<file path="src/rtl/irq_arb_pkg.sv">
package irq_arb_pkg;
  localparam int unsigned PRIO_W    = 4;
  localparam int unsigned OUT_LVL_W = PRIO_W + 1;
  localparam logic [OUT_LVL_W-1:0] NMI_LEVEL = 5'd16;

  typedef struct packed {
    logic                 valid;
    logic [OUT_LVL_W-1:0] level;
  } irq_req_t;
endpackage

</file>
<file path="src/rtl/arb_rst_sync.sv">
module arb_rst_sync (
  input  logic clk,
  input  logic rst_n,
  output logic rst_sync_n
);
  logic stage_q;
  logic out_q;

  always_ff @(posedge clk or negedge rst_n) begin
    if (!rst_n) begin
      stage_q <= 1'b0;
      out_q   <= 1'b0;
    end else begin
      stage_q <= 1'b1;
      out_q   <= stage_q;
    end
  end

  assign rst_sync_n = out_q;
endmodule

</file>
<file path="src/rtl/nmi_edge_det.sv">
module nmi_edge_det (
  input  logic clk,
  input  logic rst_n,
  input  logic nmi_pin,
  input  logic rise_sel,
  input  logic ack,
  output logic pend
);
  logic sync1_q, sync2_q, prev_q, pend_q;
  logic edge_hit, pend_d;

  // two-stage synchroniser, then a history flop for edge detection
  always_ff @(posedge clk or negedge rst_n) begin
    if (!rst_n) begin
      sync1_q <= 1'b0;
      sync2_q <= 1'b0;
      prev_q  <= 1'b0;
    end else begin
      sync1_q <= nmi_pin;
      sync2_q <= sync1_q;
      prev_q  <= sync2_q;
    end
  end

  always_comb begin
    edge_hit = rise_sel ? (sync2_q & ~prev_q) : (~sync2_q & prev_q);
    if (edge_hit)  pend_d = 1'b1;
    else if (ack)  pend_d = 1'b0;
    else           pend_d = pend_q;
  end

  always_ff @(posedge clk or negedge rst_n) begin
    if (!rst_n) pend_q <= 1'b0;
    else        pend_q <= pend_d;
  end

  assign pend = pend_q;


  edge_sets_pend_chk: assert property (@(posedge clk) disable iff (!rst_n)
    edge_hit |=> pend);


  ack_clears_pend_chk: assert property (@(posedge clk) disable iff (!rst_n)
    (ack && !edge_hit) |=> !pend);
endmodule

</file>
<file path="src/rtl/prio_select.sv">
module prio_select #(
  parameter int unsigned N_SRC  = 8,
  parameter int unsigned LVL_W  = 4,
  parameter int unsigned IDX_W  = 3
) (
  input  logic [N_SRC-1:0]       req,
  input  logic [N_SRC*LVL_W-1:0] lvl_flat,
  output logic                   found,
  output logic [LVL_W-1:0]       win_lvl,
  output logic [IDX_W-1:0]       win_idx
);
  logic [LVL_W-1:0] lvl [N_SRC];

  for (genvar gi = 0; gi < N_SRC; gi++) begin : g_unpack
    assign lvl[gi] = lvl_flat[gi*LVL_W +: LVL_W];
  end

  // strict compare keeps the lowest index on ties; level 0 never beats the seed
  always_comb begin
    win_lvl = '0;
    win_idx = '0;
    for (int i = 0; i < N_SRC; i++) begin
      if (req[i] && (lvl[i] > win_lvl)) begin
        win_lvl = lvl[i];
        win_idx = IDX_W'(i);
      end
    end
    found = (win_lvl != '0);
  end
endmodule

</file>
<file path="src/rtl/irq_arbiter.sv">
module irq_arbiter
  import irq_arb_pkg::*;
#(
  parameter int unsigned N_PIN  = 6,
  parameter int unsigned N_PERI = 10,
  localparam int unsigned N_SRC = N_PIN + N_PERI,
  localparam int unsigned IDX_W = (N_SRC > 1) ? $clog2(N_SRC) : 1,
  localparam int unsigned SRC_W = $clog2(N_SRC + 1)
) (
  input  logic                    clk,
  input  logic                    rst_n,
  input  logic                    nmi_pin,
  input  logic                    nmi_rise_sel,
  input  logic                    nmi_ack,
  input  logic [N_PIN-1:0]        pin_req,
  input  logic [N_PERI-1:0]       peri_req,
  input  logic [N_SRC*PRIO_W-1:0] prio_cfg,
  input  logic [PRIO_W-1:0]       cpu_mask,
  input  logic                    cpu_block,
  input  logic                    low_power,
  output logic                    irq_valid,
  output logic [OUT_LVL_W-1:0]    irq_level,
  output logic [SRC_W-1:0]        irq_src
);
  logic rst_sync_n;
  logic nmi_pend;
  logic win_found;
  logic [PRIO_W-1:0] win_lvl;
  logic [IDX_W-1:0]  win_idx;
  logic nmi_take, mask_take;
  irq_req_t req_d, req_q;
  logic [SRC_W-1:0] src_d, src_q;

  arb_rst_sync u_rst (
    .clk        (clk),
    .rst_n      (rst_n),
    .rst_sync_n (rst_sync_n)
  );

  nmi_edge_det u_nmi (
    .clk      (clk),
    .rst_n    (rst_sync_n),
    .nmi_pin  (nmi_pin),
    .rise_sel (nmi_rise_sel),
    .ack      (nmi_ack),
    .pend     (nmi_pend)
  );

  prio_select #(
    .N_SRC (N_SRC),
    .LVL_W (PRIO_W),
    .IDX_W (IDX_W)
  ) u_sel (
    .req      ({peri_req, pin_req}),
    .lvl_flat (prio_cfg),
    .found    (win_found),
    .win_lvl  (win_lvl),
    .win_idx  (win_idx)
  );

  // next-state: non-maskable first, then the maskable winner against the mask
  always_comb begin
    nmi_take  = nmi_pend & (~cpu_block | low_power);
    mask_take = win_found & ~cpu_block & (win_lvl > cpu_mask);
    req_d     = '0;
    src_d     = '0;
    if (nmi_take) begin
      req_d.valid = 1'b1;
      req_d.level = NMI_LEVEL;
    end else if (mask_take) begin
      req_d.valid = 1'b1;
      req_d.level = {1'b0, win_lvl};
      src_d       = SRC_W'(win_idx) + SRC_W'(1);
    end
  end

  always_ff @(posedge clk or negedge rst_sync_n) begin
    if (!rst_sync_n) begin
      req_q <= '0;
      src_q <= '0;
    end else begin
      req_q <= req_d;
      src_q <= src_d;
    end
  end

  assign irq_valid = req_q.valid;
  assign irq_level = req_q.level;
  assign irq_src   = src_q;


  level_nonzero_chk: assert property (@(posedge clk) disable iff (!rst_sync_n)
    irq_valid |-> (irq_level != '0));


  nmi_level_chk: assert property (@(posedge clk) disable iff (!rst_sync_n)
    (irq_valid && irq_src == '0) |-> (irq_level == NMI_LEVEL));


  mask_gate_chk: assert property (@(posedge clk) disable iff (!rst_sync_n)
    (irq_valid && irq_src != '0) |->
      (irq_level[OUT_LVL_W-1] == 1'b0 && !$past(cpu_block) &&
       irq_level[PRIO_W-1:0] > $past(cpu_mask)));


  nmi_gate_chk: assert property (@(posedge clk) disable iff (!rst_sync_n)
    (irq_valid && irq_src == '0) |-> (!$past(cpu_block) || $past(low_power)));


  reset_idle_chk: assert property (@(posedge clk)
    !rst_sync_n |=> !irq_valid);
endmodule

</file>
<file path="config.mk">
export PLATFORM = sky130hd
export DESIGN_NAME = irq_arbiter
export DESIGN_NICKNAME = d
export VERILOG_FILES = /design/src/rtl/irq_arb_pkg.sv /design/src/rtl/arb_rst_sync.sv /design/src/rtl/nmi_edge_det.sv /design/src/rtl/prio_select.sv /design/src/rtl/irq_arbiter.sv
export SDC_FILE = /design/constraint.sdc
export NUM_CORES = 1
export LEC_CHECK = 0
export BUFFER_PORTS_ARGS = -buffer_cell sky130_fd_sc_hd__buf_2
export CAP_MARGIN = 0
export CORE_UTILIZATION = 50
export DETAILED_ROUTE_END_ITERATION = 7
export PLACE_DENSITY = 0.79
export RECOVER_POWER = 50
export SYNTH_ARGS = -nofsm -noshare
export SYNTH_HDL_FRONTEND = slang
export SYNTH_SLANG_ARGS = --single-unit
export TNS_END_PERCENT = 20
</file>
<file path="constraint.sdc">
create_clock -name clk -period 0.8 [get_ports clk]
set_input_delay 0.24 -clock clk [delete_from_list [all_inputs] [get_ports clk]]
set_output_delay 0.24 -clock clk [all_outputs]
set_load 0.03 [all_outputs]
</file>
==> results of run 1 <==
-- kinds of logic after synthesis --
kind of cell	Yosys count	share of synthesized area (%)
xor gates and xnor gates	4	0.864
other	1	0.0924
DFF	17	10.5
adders and majority gates	53	16.3
muxes	23	6.29
and+or+nand+nor	181	23.6
AOI/OAI and AO/OA	196	35.2
buffers and inverters	75	7.19
-- through the flow --
stage	setup TNS [ns]	hold WS [ns]	util, %	setup WS [ns]	std cells
after detailed placement	-221.95	0.0278	88.1	-22.29	970
after global placement	-208.21	0.0246	88.1	-20.88	970
after floorplan	-204.06	-0.0556	-	-20.51	550
-- synthesized netlist by cell type (3+ instances only) --
master	n
and3_1	10
nand2b_1	6
mux2i_1	9
o21bai_1	4
a21o_1	14
nor2_1	36
o211ai_1	9
nand3b_1	5
a211o_1	4
o221ai_1	6
nand4_1	8
o221a_2	3
a21oi_1	38
o22ai_1	4
or3_1	5
a211oi_1	11
o211a_1	7
nor3b_1	4
o21ai_1	8
inv_1	70
nor2b_1	9
nand2_1	44
xor2_1	3
o21a_1	8
dfrtp_1	17
o21ai_0	36
and2_1	9
a31oi_1	6
nand3_1	20
mux2_2	12
ha_1	52
nor3_1	8
==> summary.md, run 1 <==
| Metric | Value |
|---|---|
| Status | stopped before the end |
| Exit stage | 4_1_cts |
| First Error | [ERROR DPL-0033] detailed placement checks failed during check placement. |
| Top Ports | 102 |
| Syn Nets | 693 |
| Cells after Synth | 550 |
| Cell Area, Synth | 4060 µm² |
| Top cell type's share of synthesized area | 16.0% |
| Asr flop ratio synth | 100% |
| Dominant synthesized flop cell | dfrtp_1 |
| Yosys top cell by area | ha_1 |
| Clk buf depth | 2 |
| Port Buffers | 101 |
| Gpl congestion | 0.935 |
| Post-CTS resize count | 109 |
| Post-synth EDFFs | 0 |
| CTS Root Cell | clkbuf_8 |
| Register area share after synthesis | around a tenth |
| Row count | 32 |
| H-tree depth | 1 |
| Final HPWL DP | between 10000 and 15000 µm |
| Post-CTS setup buffers | 47 |
| Synth unique cells | just over 80 |
| Clk sink count | 17 |
| Synth top area cells | ha_1 16%, dfrtp_1 10%, inv_1 6.5%, a21oi_1 4.7%, o21ai_0 4.4% |
| Die width | 92.1 µm |
| Starting Density | 52.2% |
| Register bit count reported by yosys | 17 |
| Synth warn | 0 |
| Area after DPL | 6850 µm² |
| Die Ht | between 90 and 100 µm |
| Count of hold buffers inserted by post-cts repair | 1 |
| CTS buffer count | 3 |
| Mean Syn Cell Area | 7.38 µm² |
==> inputs of run 2 (changes only) <==
CORE_UTILIZATION = 40   (was 50)
PLACE_DENSITY = not set   (was 0.79)
PLACE_DENSITY_LB_ADDON = 0.15   (was not set)
clock period = 1 ns   (was 0.8 ns; I/O delays follow)
==> summary.md, run 2 <==
| Metric | Value |
|---|---|
| Most frequent cells after synthesis | 70 x inv_1, 52 x ha_1, 44 x nand2_1 |
| Fin area | around 8400 µm² |
| Failing checks | setup timing |
| CP Max Fanout | 6 |
| Row count | 36 (+13%) |
| Dominant synthesized flop cell | dfrtp_1 |
| Most common cell after layout, fill and taps aside | buf_4 |
| Total gr overflow | 0 |
| Die Ht | 103 µm (+12%) |
| Mean Syn Cell Area | 7.38 µm² (unchanged) |
| CTS tree | yes |
| CTS buffer count | 3 (unchanged) |
| Final HPWL DP | 11800 µm (-15%) |
| Final routed DRC violation total | 0 |
| Status | complete, but fails checks |
| Die width | 103 µm (+12%) |
| CP Data Arrival Time | about 23 ns |
| Register bit count reported by yosys | 17 (unchanged) |
| Slew Limit Fails | 0 |
| Crit path largest cell delay | 0.40 ns |
| Max_cap viols | 0 |
| Initial DRC Count | approximately 250 |
| Layout Nets | around 1100 |
| Worst Skew | around 0.0026 ns |
| Setup slack after layout | -21.73 ns |
| CP Launch Type | primary input |
| R2R depth | 3 |
| WL/cell | 18.5 µm |
| Top cell by count, worst path | ha_4 |
| DR pass1 iterations | 4 |
| Synth-to-layout area growth | 107% |
| H-tree depth | 1 (unchanged) |
| XOR/XNOR share of the synthesized area | 0.864% (unchanged) |
| Synth unique cells | 83 (unchanged) |
| CTS Root Cell | clkbuf_8 |
| Synth top area cells | ha_1 16%, dfrtp_1 10%, inv_1 6.5%, a21oi_1 4.7%, o21ai_0 4.4% |
| FMAX | roughly 44 MHz |
| Share of layout cells above drive strength 1 | 63.6% |
| Clk sink count | 17 (unchanged) |
| Simple-gate portion of the synthesized area | 23.6% (unchanged) |
| Mux contribution to synthesized area | 6.29% (unchanged) |
| Register area share after synthesis | 10.5% (unchanged) |
| Worst path depth | between 100 and 150 |
| Vias per inst | between 5 and 6 |
| Largest family of logic cells by synthesized area | compound AO/OA/AOI/OAI gates |
| Slowest-stage cell, CP | o311ai_4 |
| Top delay family on crit path | compound AO/OA/AOI/OAI gates |
| Largest net degree at the start of global routing | 13 |
| First-pass GRT wire length | 26600 µm |
| Tcrit/Tclk final | 2270% |
| Gpl congestion | 0.932 (-0.36%) |
| Synth warn | 0 (unchanged) |
| Area after DPL | 6980 µm² (+2.0%) |
| Yosys top cell by area | ha_1 |
| WP buf/inv | 18 |
| Cells after Synth | 550 (unchanged) |
| Compound-Gate Fraction of Synth Area | 35.2% (unchanged) |
| DRT Wirelength | 20300 µm |
| Die ar. | 10500 µm² |
| Cell Area, Synth | 4060 µm² (unchanged) |
| Top-count cell post-synth | inv_1 |
| RSZ-0062 raised after global routing | true |
| Number of global-route vias before repair | 6230 |
| Most frequent cells in the layout | 305 x buf_4, 87 x buf_2, 57 x inv_1 |
| Post-Layout Cell Count | 1100 |
| Port Buffers | 101 (unchanged) |
| Final setup violation count | 21 |
| Worst-skew pair later-pin latency | 0.25 ns |
| Crit path time final | 22.73 ns |
| CTS clk-pin slew, worst paths | 0.06 ns |
| Top Ports | 102 (unchanged) |
| Layout fillers | 543 |
| Clk buf depth | 2 (unchanged) |
| Final Hold Vio Count | 0 |
| Starting Density | 41.3% (-11 points) |
| Syn Nets | 693 (unchanged) |
| Top cell type's share of synthesized area | 16.0% (unchanged) |
| Asr flop ratio synth | 100% (unchanged) |
| Placed cells | 1012 (+4.3%) |
| Detail Route Antenna Nets | 0 |
| Gr usage total | a little under a third |
| CP Capture Type | flop |
| Adder-Cell Fraction of Synth Area | 16.3% (unchanged) |
| Via count | 6369 |
| Core Region | 9820 µm² |
| Initial antenna violation count | 1 |
| Min-Delay Path Class | flop to async pin |
| Post-synth EDFFs | 0 (unchanged) |
| Required @ worst endpoint | 1.14 ns |
| Kind of critical path | primary input to flop |
| Post-Route Hold Slack | 0.0539 ns |
[run 2: cell counts after synthesis]
Identical to the previous run, type by type.
[run 2: path summary, 6_finish.rpt]
kind                                 end              from  slack (ns)
max                           irq_src[0]        pin_req[0]      -21.73
min                         u_nmi.prev_q  u_rst.rst_sync_n        0.05
max reg2reg                   irq_src[0]        u_nmi.pend       -0.03
min reg2reg                 u_nmi.prev_q  u_rst.rst_sync_n        0.05
max in group asynchronous      irq_valid  u_rst.rst_sync_n        0.43
min in group clk           u_nmi.sync1_q           nmi_pin        0.16
[run 2: logic make-up (layout without fill, tap and decap cells)]
logic type,Yosys count,in the layout
AOI/OAI and AO/OA,196,196
xor gates and xnor gates,4,4
adders and majority gates,53,53
buffers and inverters,75,490
DFF,17,17
muxes,23,23
other,1,2
and+or+nand+nor,181,182
[run 2: final cells by class]
| class | count | area, µm² | area share (%) |
|---|---|---|---|
| multi-input cells | 459 | 4490 | 53.5 |
| repair buffers | 416 | 3000 | 35.7 |
| flip-flops and latches | 17 | 425 | 5.06 |
| inverters | 70 | 273 | 3.25 |
| well taps | 133 | 166 | 1.98 |
| clock buffers | 4 | 45.0 | 0.536 |
| diodes | 1 | 2.50 | 0.0298 |
[run 2: metrics by stage]
step           util, %  setup TNS [ns]  setup slack (ns)
6_report          85.6         -217.48            -21.73
5_1_grt           85.5         -228.02            -22.75
4_1_cts           81.1         -206.20            -20.59
3_5_place_dp      71.1         -217.60            -21.86
3_3_place_gp      71.1         -210.61            -21.13
2_1_floorplan        -         -202.66            -20.37
[run 2: timing repair]
item                                    4_1_cts  5_1_grt
setup buffers                                67       15
cloned                                        1        0
resized for setup                            94       68
endpoints found under the setup margin       21       22
pin swaps                                    79       46
hold endpoints to repair                      2        0
hold buffers                                  1        0
[run 2: per-layer routing]
metal | up-vias | part of all wire (%) | track usage, % | wire, µm
met2 | 296 | 52 | 63.7 | 10500
met5 | - | 0.074 | 0 | 15
met4 | 2 | 7.3 | 13.4 | 1490
met3 | 152 | 4.7 | 2.64 | 965
li1 | 2895 | - | - | -
met1 | 3024 | 36 | 32.5 | 7380
Power of run 2 is left out: the tool's default activity adds up to more than one toggle a clock period on the data nets, which glitch-free logic cannot reach.
